File: config.mk
export PLATFORM = sky130hd
export DESIGN_NAME = bank_timing_guard
export DESIGN_NICKNAME = d
export VERILOG_FILES = /design/src/rtl/bank_timing_pkg.sv /design/src/rtl/timing_down_counter.sv /design/src/rtl/bank_timing_counters.sv /design/src/rtl/bank_timing_ctrl.sv /design/src/rtl/bank_timing_guard.sv
export SDC_FILE = /design/constraint.sdc
export NUM_CORES = 1
export LEC_CHECK = 0
export BUFFER_PORTS_ARGS = -buffer_cell sky130_fd_sc_hd__buf_2
export CAP_MARGIN = 20
export CELL_PAD_IN_SITES_DETAIL_PLACEMENT = 0
export CELL_PAD_IN_SITES_GLOBAL_PLACEMENT = 1
export CORE_MARGIN = 10
export CORE_UTILIZATION = 35
export CTS_CLUSTER_DIAMETER = 200
export DETAILED_ROUTE_END_ITERATION = 12
export PLACE_DENSITY_LB_ADDON = 0.2
export SLEW_MARGIN = 10
export SYNTH_ARGS = -nofsm -noshare
export SYNTH_HDL_FRONTEND = slang
export SYNTH_SLANG_ARGS = --single-unit
File: constraint.sdc
create_clock -name clk -period 2.2 [get_ports clk]
set_clock_uncertainty 0.1 [all_clocks]
set_input_delay 0.44 -clock clk [delete_from_list [all_inputs] [get_ports clk]]
set_output_delay 0.44 -clock clk [all_outputs]
set_load 0.01 [all_outputs]
File: src/rtl/bank_timing_pkg.sv
`timescale 1ns/1ps
package bank_timing_pkg;
  // Load strobes sent by the control to the timing counters
  typedef struct packed {
    logic loadRas;   // activate-to-precharge window
    logic loadRc;    // activate-to-activate window
    logic loadRtp;   // read-to-precharge window (includes additive latency)
    logic loadRp;    // precharge duration window
  } timerLoad_t;
endpackage

File: src/rtl/timing_down_counter.sv
`timescale 1ns/1ps
module timing_down_counter #(
  parameter int W = 6
) (
  input  logic         clk,
  input  logic         rst_n,
  input  logic         load,
  input  logic [W-1:0] loadVal,
  output logic         isZero
);
  logic [W-1:0] count;

  always_ff @(posedge clk or negedge rst_n) begin
    if (!rst_n)              count <= '0;
    else if (load)           count <= loadVal;
    else if (count != '0)    count <= count - 1'b1;
  end

  assign isZero = (count == '0);

  // an unloaded, non-zero counter drops by exactly one each cycle
  assert_countdown_R5: assert property (@(posedge clk) disable iff (!rst_n)
    (!load && count != '0) |=> (count == $past(count) - 1'b1));
endmodule

File: src/rtl/bank_timing_counters.sv
`timescale 1ns/1ps
module bank_timing_counters
  import bank_timing_pkg::*;
#(
  parameter int CNT_W = 6
) (
  input  logic             clk,
  input  logic             rst_n,
  input  timerLoad_t       strobes,
  input  logic [CNT_W-1:0] cfgAddLat,
  input  logic [CNT_W-1:0] cfgRdToPre,
  input  logic [CNT_W-1:0] cfgActToPre,
  input  logic [CNT_W-1:0] cfgPreTime,
  input  logic [CNT_W-1:0] cfgRowCycle,
  output logic             rasDone,
  output logic             rcDone,
  output logic             rtpDone,
  output logic             rpDone
);
  localparam int SUM_W     = CNT_W + 1;
  localparam int NUM_PLAIN = 3;

  // A window of N cycles loads N-1: the command's own cycle counts as one
  function automatic logic [CNT_W-1:0] satDec(input logic [CNT_W-1:0] v);
    return (v == '0) ? '0 : v - 1'b1;
  endfunction

  logic [NUM_PLAIN-1:0]            plainLoad;
  logic [NUM_PLAIN-1:0][CNT_W-1:0] plainVal;
  logic [NUM_PLAIN-1:0]            plainDone;

  assign plainLoad = {strobes.loadRp, strobes.loadRc, strobes.loadRas};
  assign plainVal  = {satDec(cfgPreTime), satDec(cfgRowCycle), satDec(cfgActToPre)};

  for (genvar i = 0; i < NUM_PLAIN; i++) begin : g_plain
    timing_down_counter #(.W(CNT_W)) i_cnt (
      .clk     (clk),
      .rst_n   (rst_n),
      .load    (plainLoad[i]),
      .loadVal (plainVal[i]),
      .isZero  (plainDone[i])
    );
  end

  assign rasDone = plainDone[0];
  assign rcDone  = plainDone[1];
  assign rpDone  = plainDone[2];

  // Read window spans additive latency plus internal read-to-precharge delay
  logic [SUM_W-1:0] rtpSum;
  logic [SUM_W-1:0] rtpVal;
  assign rtpSum = SUM_W'(cfgAddLat) + SUM_W'(cfgRdToPre);
  assign rtpVal = (rtpSum == '0) ? '0 : rtpSum - 1'b1;

  timing_down_counter #(.W(SUM_W)) i_rtpCnt (
    .clk     (clk),
    .rst_n   (rst_n),
    .load    (strobes.loadRtp),
    .loadVal (rtpVal),
    .isZero  (rtpDone)
  );

  // a precharge window longer than one cycle blocks the next cycle
  assert_rp_hold_R5: assert property (@(posedge clk) disable iff (!rst_n)
    (strobes.loadRp && cfgPreTime > 1) |=> !rpDone);

  // a read window longer than one cycle blocks the next cycle
  assert_rtp_hold_R4: assert property (@(posedge clk) disable iff (!rst_n)
    (strobes.loadRtp && rtpSum > 1) |=> !rtpDone);
endmodule

File: src/rtl/bank_timing_ctrl.sv
`timescale 1ns/1ps
module bank_timing_ctrl
  import bank_timing_pkg::*;
(
  input  logic       clk,
  input  logic       rst_n,
  input  logic       actIssue,
  input  logic       rdIssue,
  input  logic       rdApIssue,
  input  logic       preIssue,
  input  logic       rasDone,
  input  logic       rcDone,
  input  logic       rtpDone,
  input  logic       rpDone,
  output timerLoad_t strobes,
  output logic       preAllowed,
  output logic       actAllowed,
  output logic       bankOpen,
  output logic       violation
);
  logic       openReg;
  logic       apPending;
  logic       violReg;
  logic [3:0] cmdVec;
  logic       multiCmd;
  logic       anyRead;
  logic       readAllowed;
  logic       internalPre;
  logic       legalAct;
  logic       legalPre;
  logic       legalRd;
  logic       illegal;

  assign cmdVec   = {actIssue, rdIssue, rdApIssue, preIssue};
  assign multiCmd = ($countones(cmdVec) > 1);
  assign anyRead  = rdIssue || rdApIssue;

  // Permission decode
  assign readAllowed = openReg && !apPending;
  assign actAllowed  = !openReg && rpDone && rcDone;
  assign preAllowed  = openReg && !apPending && rasDone && rtpDone;
  // Auto-precharge fires where an explicit precharge would first be legal
  assign internalPre = apPending && rasDone && rtpDone;

  assign legalAct = actIssue && actAllowed  && !multiCmd;
  assign legalPre = preIssue && preAllowed  && !multiCmd;
  assign legalRd  = anyRead  && readAllowed && !multiCmd;
  assign illegal  = (actIssue && !actAllowed) || (preIssue && !preAllowed) ||
                    (anyRead && !readAllowed) || multiCmd;

  always_comb begin
    strobes.loadRas = legalAct;
    strobes.loadRc  = legalAct;
    strobes.loadRtp = legalRd;
    strobes.loadRp  = legalPre || internalPre;
  end

  always_ff @(posedge clk or negedge rst_n) begin
    if (!rst_n) begin
      openReg   <= 1'b0;
      apPending <= 1'b0;
      violReg   <= 1'b0;
    end else begin
      if (legalAct)                     openReg <= 1'b1;
      else if (legalPre || internalPre) openReg <= 1'b0;
      if (legalRd && rdApIssue)         apPending <= 1'b1;
      else if (internalPre)             apPending <= 1'b0;
      if (illegal)                      violReg <= 1'b1;
    end
  end

  assign bankOpen  = openReg;
  assign violation = violReg;

  assert_sticky_violation_R7: assert property (@(posedge clk) disable iff (!rst_n)
    violation |=> violation);

  assert_illegal_flagged_R7: assert property (@(posedge clk) disable iff (!rst_n)
    (actIssue && !actAllowed) |=> violation);

  assert_act_opens_R2: assert property (@(posedge clk) disable iff (!rst_n)
    (actIssue && actAllowed && $countones(cmdVec) == 1) |=> (bankOpen && !actAllowed));

  assert_ap_closes_R6: assert property (@(posedge clk) disable iff (!rst_n)
    internalPre |=> (!bankOpen && !apPending));

  assert_pending_open_R6: assert property (@(posedge clk) disable iff (!rst_n)
    apPending |-> bankOpen);

  assert_bad_pre_ignored_R8: assert property (@(posedge clk) disable iff (!rst_n)
    (preIssue && !preAllowed && !internalPre) |=> (bankOpen == $past(bankOpen)));
endmodule

File: src/rtl/bank_timing_guard.sv
`timescale 1ns/1ps
module bank_timing_guard
  import bank_timing_pkg::*;
#(
  parameter int CNT_W = 6
) (
  input  logic             clk,
  input  logic             rst_n,
  input  logic             actIssue,
  input  logic             rdIssue,
  input  logic             rdApIssue,
  input  logic             preIssue,
  input  logic [CNT_W-1:0] cfgAddLat,
  input  logic [CNT_W-1:0] cfgRdToPre,
  input  logic [CNT_W-1:0] cfgActToPre,
  input  logic [CNT_W-1:0] cfgPreTime,
  input  logic [CNT_W-1:0] cfgRowCycle,
  output logic             preAllowed,
  output logic             actAllowed,
  output logic             bankOpen,
  output logic             violation
);
  timerLoad_t strobes;
  logic       rasDone;
  logic       rcDone;
  logic       rtpDone;
  logic       rpDone;

  bank_timing_ctrl i_ctrl (
    .clk        (clk),
    .rst_n      (rst_n),
    .actIssue   (actIssue),
    .rdIssue    (rdIssue),
    .rdApIssue  (rdApIssue),
    .preIssue   (preIssue),
    .rasDone    (rasDone),
    .rcDone     (rcDone),
    .rtpDone    (rtpDone),
    .rpDone     (rpDone),
    .strobes    (strobes),
    .preAllowed (preAllowed),
    .actAllowed (actAllowed),
    .bankOpen   (bankOpen),
    .violation  (violation)
  );

  bank_timing_counters #(.CNT_W(CNT_W)) i_counters (
    .clk         (clk),
    .rst_n       (rst_n),
    .strobes     (strobes),
    .cfgAddLat   (cfgAddLat),
    .cfgRdToPre  (cfgRdToPre),
    .cfgActToPre (cfgActToPre),
    .cfgPreTime  (cfgPreTime),
    .cfgRowCycle (cfgRowCycle),
    .rasDone     (rasDone),
    .rcDone      (rcDone),
    .rtpDone     (rtpDone),
    .rpDone      (rpDone)
  );
endmodule

After elaboration in Yosys (flattened, before gate mapping)
Cells that the tools add are included.
{"block": "classes", "addsub": 12, "n_lt_le_gt_ge": 1, "n_mux": 16, "reduce_logical": 46}
{"operator": "$mux 6", "n": 9}
{"operator": "$logic_not 6->1", "n": 6}
{"operator": "$sub 6x1->6 const B", "n": 6}
{"operator": "$add 32x32->32", "n": 1}
{"operator": "$gt 32x2->1 const B", "n": 1}
{"operator": "$mux 7", "n": 3}
{"operator": "$reduce_bool 6->1", "n": 3}
{"operator": "$logic_and 1x1->1", "n": 17}
{"operator": "$logic_not 7->1", "n": 2}
{"operator": "$sub 7x1->7 const B", "n": 2}
{"operator": "$reduce_bool 2->1", "n": 6}
{"operator": "$add 6x6->7", "n": 1}
{"operator": "$reduce_bool 7->1", "n": 1}
{"operator": "$logic_not 1->1", "n": 6}
{"operator": "$logic_or 1x1->1", "n": 5}
{"operator": "$add 1x1->2", "n": 2}
{"operator": "$mux 1", "n": 4}
{"block": "word_totals", "ff_bits": 28}

Logic depth before layout (Yosys ltp)
Gate-level depths: netlist (run 1).
{"block": "depth", "word_depth": 9, "ltp_mapped": 9, "ltp_nobuf": 9}

Hierarchy
From an unflattened synthesis (run 1), not the netlist that was laid out.
{"block": "unflattened", "cells_unflattened": 336, "hier_area_um2": 2942.8}
{"mod": "timing_down_counter (i_counters.g_plain[0].i_cnt ...)", "instances": 3, "cells_per_inst": 40, "area_each_um2": 400.4, "seq_area_each_um2": 150.1}
{"mod": "bank_timing_counters", "instances": 1, "cells_per_inst": 140, "area_each_um2": 1028.5, "seq_area_each_um2": 0.0}
{"mod": "timing_down_counter (i_counters.i_rtpCnt)", "instances": 1, "cells_per_inst": 43, "area_each_um2": 434.2, "seq_area_each_um2": 175.2}
{"mod": "bank_timing_ctrl", "instances": 1, "cells_per_inst": 33, "area_each_um2": 279.0, "seq_area_each_um2": 75.1}

Least setup slack after synthesis (run 1)
No wires, ideal clock.
{"block": "synth_timing", "path_kind": "input to register", "from": "input actIssue", "to": "register i_counters.g_plain[1].i_cnt.count[1]", "setup_ns": 0.125, "arrival_time_ns": 2.328, "required_ns": 1.975, "path_slack_ns": -0.353, "stages": 9, "path_buffers": 1, "cell_sequence": "ha_1 and2_1 fa_1 nor2_1 nand2_1 or4_1 buf_2 a31oi_1 o21ai_1"}
{"block": "synth_between", "elab_chain_cells": 6, "word_cells_on_any_way": 8, "classes_between": "2 x add/sub; 1 x order compare; 1 x mux; 4 x reduce/logical"}
{"item": "from (decl)", "line_no": "bank_timing_guard.sv:9", "text": "input logic actIssue,"}
{"item": "$add 1x1->2 (implied by the code)", "line_no": "bank_timing_ctrl.sv:35", "text": "assign multiCmd = ($countones(cmdVec) > 1);"}
{"item": "$add 32x32->32 (implied by the code)", "line_no": "bank_timing_ctrl.sv:35"}
{"item": "$gt 32x2->1", "line_no": "bank_timing_ctrl.sv:35"}
{"item": "$logic_not 1->1", "line_no": "bank_timing_ctrl.sv:45", "text": "assign legalAct = actIssue && actAllowed && !multiCmd;"}
{"item": "$logic_and 1x1->1 *", "line_no": "bank_timing_ctrl.sv:45"}
{"item": "$mux 6 / $reduce_bool 2->1 (equally long branches)"}
{"item": "to (signal assigned)", "line_no": "timing_down_counter.sv:15", "text": "else if (load) count <= loadVal;"}
{"item": "to (signal assigned)", "line_no": "timing_down_counter.sv:16", "text": "else if (count != '0) count <= count - 1'b1;"}
{"item": "to (decl)", "line_no": "timing_down_counter.sv:11", "text": "logic [W-1:0] count;"}
Mark *: on every way between the ends. The rest lies on a longest branch, timed or not.
A chain may end at the register's enable or synchronous reset.

Worst setup path in the final report (run 1)
Ends and elaborated chain as after synthesis.

==> results.tsv, run 1 <==
stage	metric	value	unit
sta	crit path time final	2.239	ns
synthesis	Post-Synthesis Cells	278	
detailed_routing	vias	2204	
grt	GRT met3 Usage	0.02383	
sta	fin crit share	1.018	
setup_path	critical path's slowest cell	or4_4	
setup_path	FF-to-FF Start	i_counters.g_plain[2].i_cnt.count[0]	
grt	met2 usage	0.1855	
floorplan	starting density of the core	0.3621	
layout	P&R area growth vs syn	49.19	%
layout	number of antenna diodes	0	
grt	GRT busiest layer	met2	
floorplan	width of the chip	101.3	microns
setup_path	WP data arrival	2.32	ns
status	status	finished with violations	
layout	Final Util	0.5402	
synthesis	top cells by area, synth	dfrtp_1 30%, ha_1 11%, xnor2_1 7.2%	
layout	fillcell total	599	
power	leak pwr	0.001562	uW
sta	Fin. Hold Viols	0	
placement	GPL Wtd Cong	0.7831	
grt	initial antenna violation count	0	
setup_path	CP bufs+invs	1	
sta	Max Fclk	446.6	MHz
setup_path	Top delay family on crit path	simple AND/OR/NAND/NOR gates	
detailed_routing	Pre-antenna DRT Iters	4	
detailed_routing	Residual DRC	0	
run	Max Cap Violations	0	
grt	global-route usage over all layers	0.1114	
setup_path	critical path class	input pin to register	
grt	first-pass GRT wire length	9.618	mm
floorplan	io pins	40	
layout	Multi-input gate area	1809	sq um
sta	Least-Margin Pin Slew	0.6365	ns
clock_network	Worst-path clk slew	0.10	ns
detailed_routing	DR iter-0 viols	82	
grt	total gr overflow	0	
clock_network	worst skew pair latency	0.28	ns
synthesis	EDFF count, synth	0	
clock_network	CTS tree	yes	
synthesis	Syn Nets	336	
clock_network	cts-stage hold buffer count	0	
detailed_routing	vias per std cell	4.898	
floorplan	core box area	6386	sq um
placement	hpwl dp	4.270	mm
sta	RSZ-0062 raised after global routing	true	
setup_path	worst reg2reg setup slack	0.08	ns
synthesis	register area share after synthesis	0.3030	
clock_network	CTS Buf Count	3	
sta	final setup slack of the worst path	-0.03930	ns
placement	worst slack, placed	-0.4886	ns
setup_path	CP Capture Type	register	
detailed_routing	Routed Antenna Nets	0	
status	failing checks	setup timing	
synthesis	Yosys top cell by area	dfrtp_1	
placement	# placed instances	424	
sta	setup violators final	4	
clock_network	Max clock buf depth	2	
synthesis	post-synth top area share	0.3030	
setup_path	crit-path cells	buf_8, ha_4, and2_4, fa_1, nor2_2, nand2_2, or4_4, a31oi_1, o21ai_1	
layout	layout cells sized above 1	0.4263	
setup_path	worst-path fanout max	7	
clock_network	Max H-tree Level	1	
placement	PortBufs	39	
synthesis	syn avg cell area	8.317	sq um
synthesis	Post-Syn Area	2312	sq um
synthesis	Async SR Flop Fraction	1.000	
sta	Relative slew margins	0.5757	
power	PwrDens	886.8	nW/um^2
detailed_routing	final WL	5.507	mm
layout	Final nets	432	
power	Max VDD drop	0.3839	mV
synthesis	Seq cells post-synth	28	
synthesis	Ys Warns	0	
floorplan	Die Span Y	101.3	microns
floorplan	Cell Rows	29	
layout	most common cell after layout, fill and taps aside	buf_4	
clock_network	Root Driver	clkbuf_8	
grt	vias in the first global route	2205	
setup_path	RR Endpoint	i_counters.g_plain[1].i_cnt.count[2]	
layout	most frequent cells in the layout	50 x buf_4, 35 x buf_2, 28 x dfrtp_1	
sta	Max Slew Vio Count	0	
power	Total Power	3059	uW
setup_path	R2R depth	10	
grt	met1 GRT Util	0.1353	
sta	Fin Setup TNS	-0.06803	ns
hold_path	Hold Path Class	input pin to async pin	
setup_path	crit start category	input pin	
clock_network	CTS sink cnt	28	
layout	Cell Count, Final, Fillers Out	450	
synthesis	count of cell types in the netlist	42	
setup_path	CP peak stage delay	0.47	ns
setup_path	CP required	2.28	ns
floorplan	Die ar.	10260	sq um
layout	register area	700.7	sq um
synthesis	Main synth FF type	dfrtp_1	
grt	largest net degree at the start of global routing	29	
detailed_routing	WL per Instance	12.24	microns
## per-layer routing
layer,share of wire,vias to the layer above,wire (microns)
met3,0.049,5,270
met4,0.017,0,91
met2,0.46,36,2557
met5,0,-,0
li1,-,1159,-
met1,0.47,1004,2589
## kinds of logic after synthesis
group,count (synthesis),synth area share
fa+ha+maj,22,0.1255
compound gates,52,0.1342
xor+xnor,32,0.1212
buf+inv,28,0.04978
mux,7,0.03193
flops,28,0.3030
simple gates,109,0.2343
## worst max path at each step
stage / from / to / slack, ns / cells past startpoint
floorplan: actIssue / i_counters.g_plain[1].i_cnt.count[1] / -0.23 / 9
global placement: actIssue / i_counters.g_plain[1].i_cnt.count[1] / -0.45 / 9
detailed placement: actIssue / i_counters.g_plain[1].i_cnt.count[1] / -0.49 / 9
CTS: i_counters.g_plain[2].i_cnt.count[0] / actAllowed / -0.09 / 6
global route: actIssue / i_counters.g_plain[1].i_cnt.count[1] / -0.08 / 9
finish: actIssue / i_counters.g_plain[1].i_cnt.count[1] / -0.04 / 9
## state kept, by name (all words and copies together), names as in the netlist
name	count
i_ctrl.bankOpen	1
i_ctrl.apPending	1
i_ctrl.violation	1
i_counters.i_rtpCnt.count	7
i_counters.g_plain.i_cnt.count	18
## stage by stage
stage	hold slack, ns	cell area, sq um
after floorplan	0.04441	2466
after global placement	0.3991	2983
after detailed placement	0.4025	2983
after CTS	0.09352	3261
after global routing	0.1149	3450
final	0.06865	3450
## what timing repair did
action	4_1_cts	5_1_grt
resized for setup	37	23
gates cloned	1	0
setup buffers	11	10
pin swaps	13	19
endpoints found under the setup margin	21	27
endpoints found under the hold margin	0	0
## cell type report
class                   count  area share
multi-input cells         222      0.5245
flip-flops and latches     28      0.2031
repair buffers             97      0.1999
well taps                  77     0.02793
inverters                  22     0.02394
clock buffers               3     0.01197
clock inverters             1    0.008705
## synthesized netlist by cell type, types with 3 or more instances
cell type	number
clkbuf_1	3
o22ai_1	3
dfrtp_1	28
o21ai_0	15
mux2i_1	4
nor2_2	3
a21oi_1	16
nor2_1	26
inv_1	22
nor3_1	19
o32ai_1	3
ha_1	20
mux2_2	3
nand3b_1	4
or3_1	6
nand2_1	24
nand3_1	11
xor2_1	13
a31oi_1	5
nand2b_1	4
nor3b_1	3
xnor2_1	19
## where the power goes
part	switching, uW	internal, uW
registers	221	768
logic	730	929
clock network	167	244
No activity file was read; power rests on OpenSTA's default activity.
==> run 2, diff against run 1 <==
--- a/config.mk
+++ b/config.mk
@@ -5,7 +5,6 @@
 export SDC_FILE = /design/constraint.sdc
 export NUM_CORES = 1
 export LEC_CHECK = 0
-export BUFFER_PORTS_ARGS = -buffer_cell sky130_fd_sc_hd__buf_2
 export CAP_MARGIN = 20
 export CELL_PAD_IN_SITES_DETAIL_PLACEMENT = 0
 export CELL_PAD_IN_SITES_GLOBAL_PLACEMENT = 1
@@ -13,6 +12,7 @@
 export CORE_UTILIZATION = 35
 export CTS_CLUSTER_DIAMETER = 200
 export DETAILED_ROUTE_END_ITERATION = 12
+export DONT_BUFFER_PORTS = 1
 export PLACE_DENSITY_LB_ADDON = 0.2
 export SLEW_MARGIN = 10
 export SYNTH_ARGS = -nofsm -noshare
==> run 2 against run 1 <==
The flow still finishes with violations (setup timing). Wire length decreased by 3.4%. Via count down 8.5%. Power decreased by 4.6%. Register-to-register slack is essentially flat. Critical path depth increased by 1. Maximum frequency grew 1.6%. Largest power group unchanged.
==> results.tsv, run 2 (synthesis gave the netlist of run 1 again) <==
stage	metric	value	unit
status	status	finished with violations	
status	failing checks	setup timing	
layout	Final nets	378	
clock_network	CTS sink cnt	28	
setup_path	critical path class	input pin to register	
detailed_routing	metal2 WL	2.439	mm
setup_path	CP required	2.28	ns
setup_path	crit-path cells	ha_4, and2_4, fa_1, nor2_2, nand2_2, buf_6, nor4_4, buf_2, or3_1, nand2_1	
power	leak pwr	0.001305	uW
layout	biggest regs	i_counters.g_plain.i_cnt.count: 18 flops, i_counters.i_rtpCnt.count: 7 flops	
sta	worst hold margin	0.2376	ns
sta	Least-Margin Pin Slew	0.5034	ns
setup_path	crit start category	input pin	
grt	total gr overflow	0	
sta	Max Slew Vio Count	0	
placement	PortBufs	0	
layout	P&R area growth vs syn	33.22	%
grt	largest net degree at the start of global routing	29	
layout	Largest Register	i_counters.g_plain.i_cnt.count	
detailed_routing	Routed Antenna Nets	0	
grt	global-route usage over all layers	0.1021	
clock_network	Max H-tree Level	1	
layout	Final Util	0.4824	
detailed_routing	met1 WL	2.433	mm
setup_path	WP data arrival	2.28	ns
detailed_routing	vias	2016	
run	Max Cap Violations	0	
floorplan	Cell Rows	29	
layout	layout cells sized above 1	0.3072	
layout	max FFs per register	18	
floorplan	width of the chip	101.3	microns
detailed_routing	WL per Instance	13.44	microns
layout	number of antenna diodes	0	
layout	fillcell total	663	
sta	Relative slew margins	0.6644	
detailed_routing	Pre-antenna DRT Iters	4	
layout	most common cell after layout, fill and taps aside	buf_4	
clock_network	CTS Buf Count	3	
placement	GPL Wtd Cong	0.7597	
sta	Fin. Hold Viols	0	
setup_path	critical path's slowest cell	fa_1	
setup_path	CP Capture Type	register	
clock_network	Worst-path clk slew	0.10	ns
power	PwrDens	947.8	nW/um^2
clock_network	Root Driver	clkbuf_8	
detailed_routing	DR iter-0 viols	40	
setup_path	CP peak stage delay	0.47	ns
power	Total Power	2920	uW
layout	most frequent cells in the layout	35 x buf_4, 28 x dfrtp_1, 22 x nor2_1	
clock_network	worst skew pair latency	0.28	ns
floorplan	Die ar.	10260	sq um
sta	fin crit share	1.002	
detailed_routing	final WL	5.322	mm
floorplan	core box area	6386	sq um
clock_network	CTS tree	yes	
detailed_routing	highest metal used	met4	
detailed_routing	Residual DRC	0	
detailed_routing	DR WL met3	399	microns
detailed_routing	vias per std cell	5.091	
power	Max VDD drop	0.3461	mV
floorplan	Die Span Y	101.3	microns
floorplan	starting density of the core	0.3621	
floorplan	io pins	40	
placement	hpwl dp	4.198	mm
setup_path	worst-path fanout max	5	
sta	RSZ-0062 raised after global routing	true	
sta	Fin Setup TNS	-0.004923	ns
grt	first-pass GRT wire length	8.880	mm
grt	initial antenna violation count	0	
sta	crit path time final	2.205	ns
grt	vias in the first global route	2029	
sta	setup violators final	1	
sta	final setup slack of the worst path	-0.004923	ns
sta	Max Fclk	453.5	MHz
hold_path	Hold Path Class	input pin to register	
clock_network	Max clock buf depth	2	
==> run 2: changes by cell type in the layout (fill, tap and decap cells not counted), sizes merged <==
cell	previous run	this run
buf	97	42
dlygate4sd3	0	1
==> run 2: worst max-delay path, delay by kind of cell <==
kind,cells,cell delay [ns]
adders and majority gates,2,0.68
buffers and inverters,2,0.35
and+or+nand+nor,6,0.82
==> run 2: area by class of cell <==
type                    instances  area, sq um  share of cell area
flip-flops and latches         28        700.7              0.2275
well taps                      77        96.34             0.03128
clock buffers                   3        41.29             0.01340
clock inverters                 1        30.03            0.009748
multi-input cells             222         1775              0.5764
repair buffers                 43        354.1              0.1149
inverters                      22        82.58             0.02681
==> run 2: layer usage <==
layer  GRT usage  vias up
met2      0.1631       33
met3     0.02995        2
met1      0.1292      935
met4     0.03215        0
met5           0        -
li1            -     1046
==> run 2: where the power goes <==
part,leakage [uW],internal [uW],switching (uW)
Sequential,0.000324,768,228
Clock,0.0000357,244,165
Combinational,0.000945,834,680
Total,0.00131,1850,1070
==> run 2: final timing paths <==
kind | startpoint | endpoint | slack (ns) | cells after the start
setup / recovery | actIssue | i_counters.g_plain[0].i_cnt.count[3] | -0.005 | 10
hold / removal | rdApIssue | i_ctrl.violation | 0.24 | 2
setup reg to reg | i_counters.g_plain[1].i_cnt.count[1] | i_counters.g_plain[1].i_cnt.count[1] | 0.09 | 7
hold reg to reg | i_ctrl.apPending | i_ctrl.apPending | 0.46 | 1
max in group asynchronous | rst_n | i_counters.i_rtpCnt.count[6] | 1.35 | 2
min in group asynchronous | rst_n | i_counters.g_plain[0].i_cnt.count[4] | 0.49 | 2
==> run 2: metrics by stage <==
step	instances	area, sq um	worst slack, ns
after CTS	391	2932	-0.07947
after global placement	381	2758	-0.2736
after floorplan	278	2466	-0.2272
after detailed placement	381	2758	-0.3167
after global routing	396	3080	-0.09049
final	396	3080	-0.004923
==> run 2: what timing repair did <==
action	in CTS	in global routing
setup buffers	4	4
gates resized for setup	11	27
gates cloned	0	1
hold buffers	2	0
setup endpoints to repair	4	20
pin swaps	3	11
hold endpoints to repair	28	0
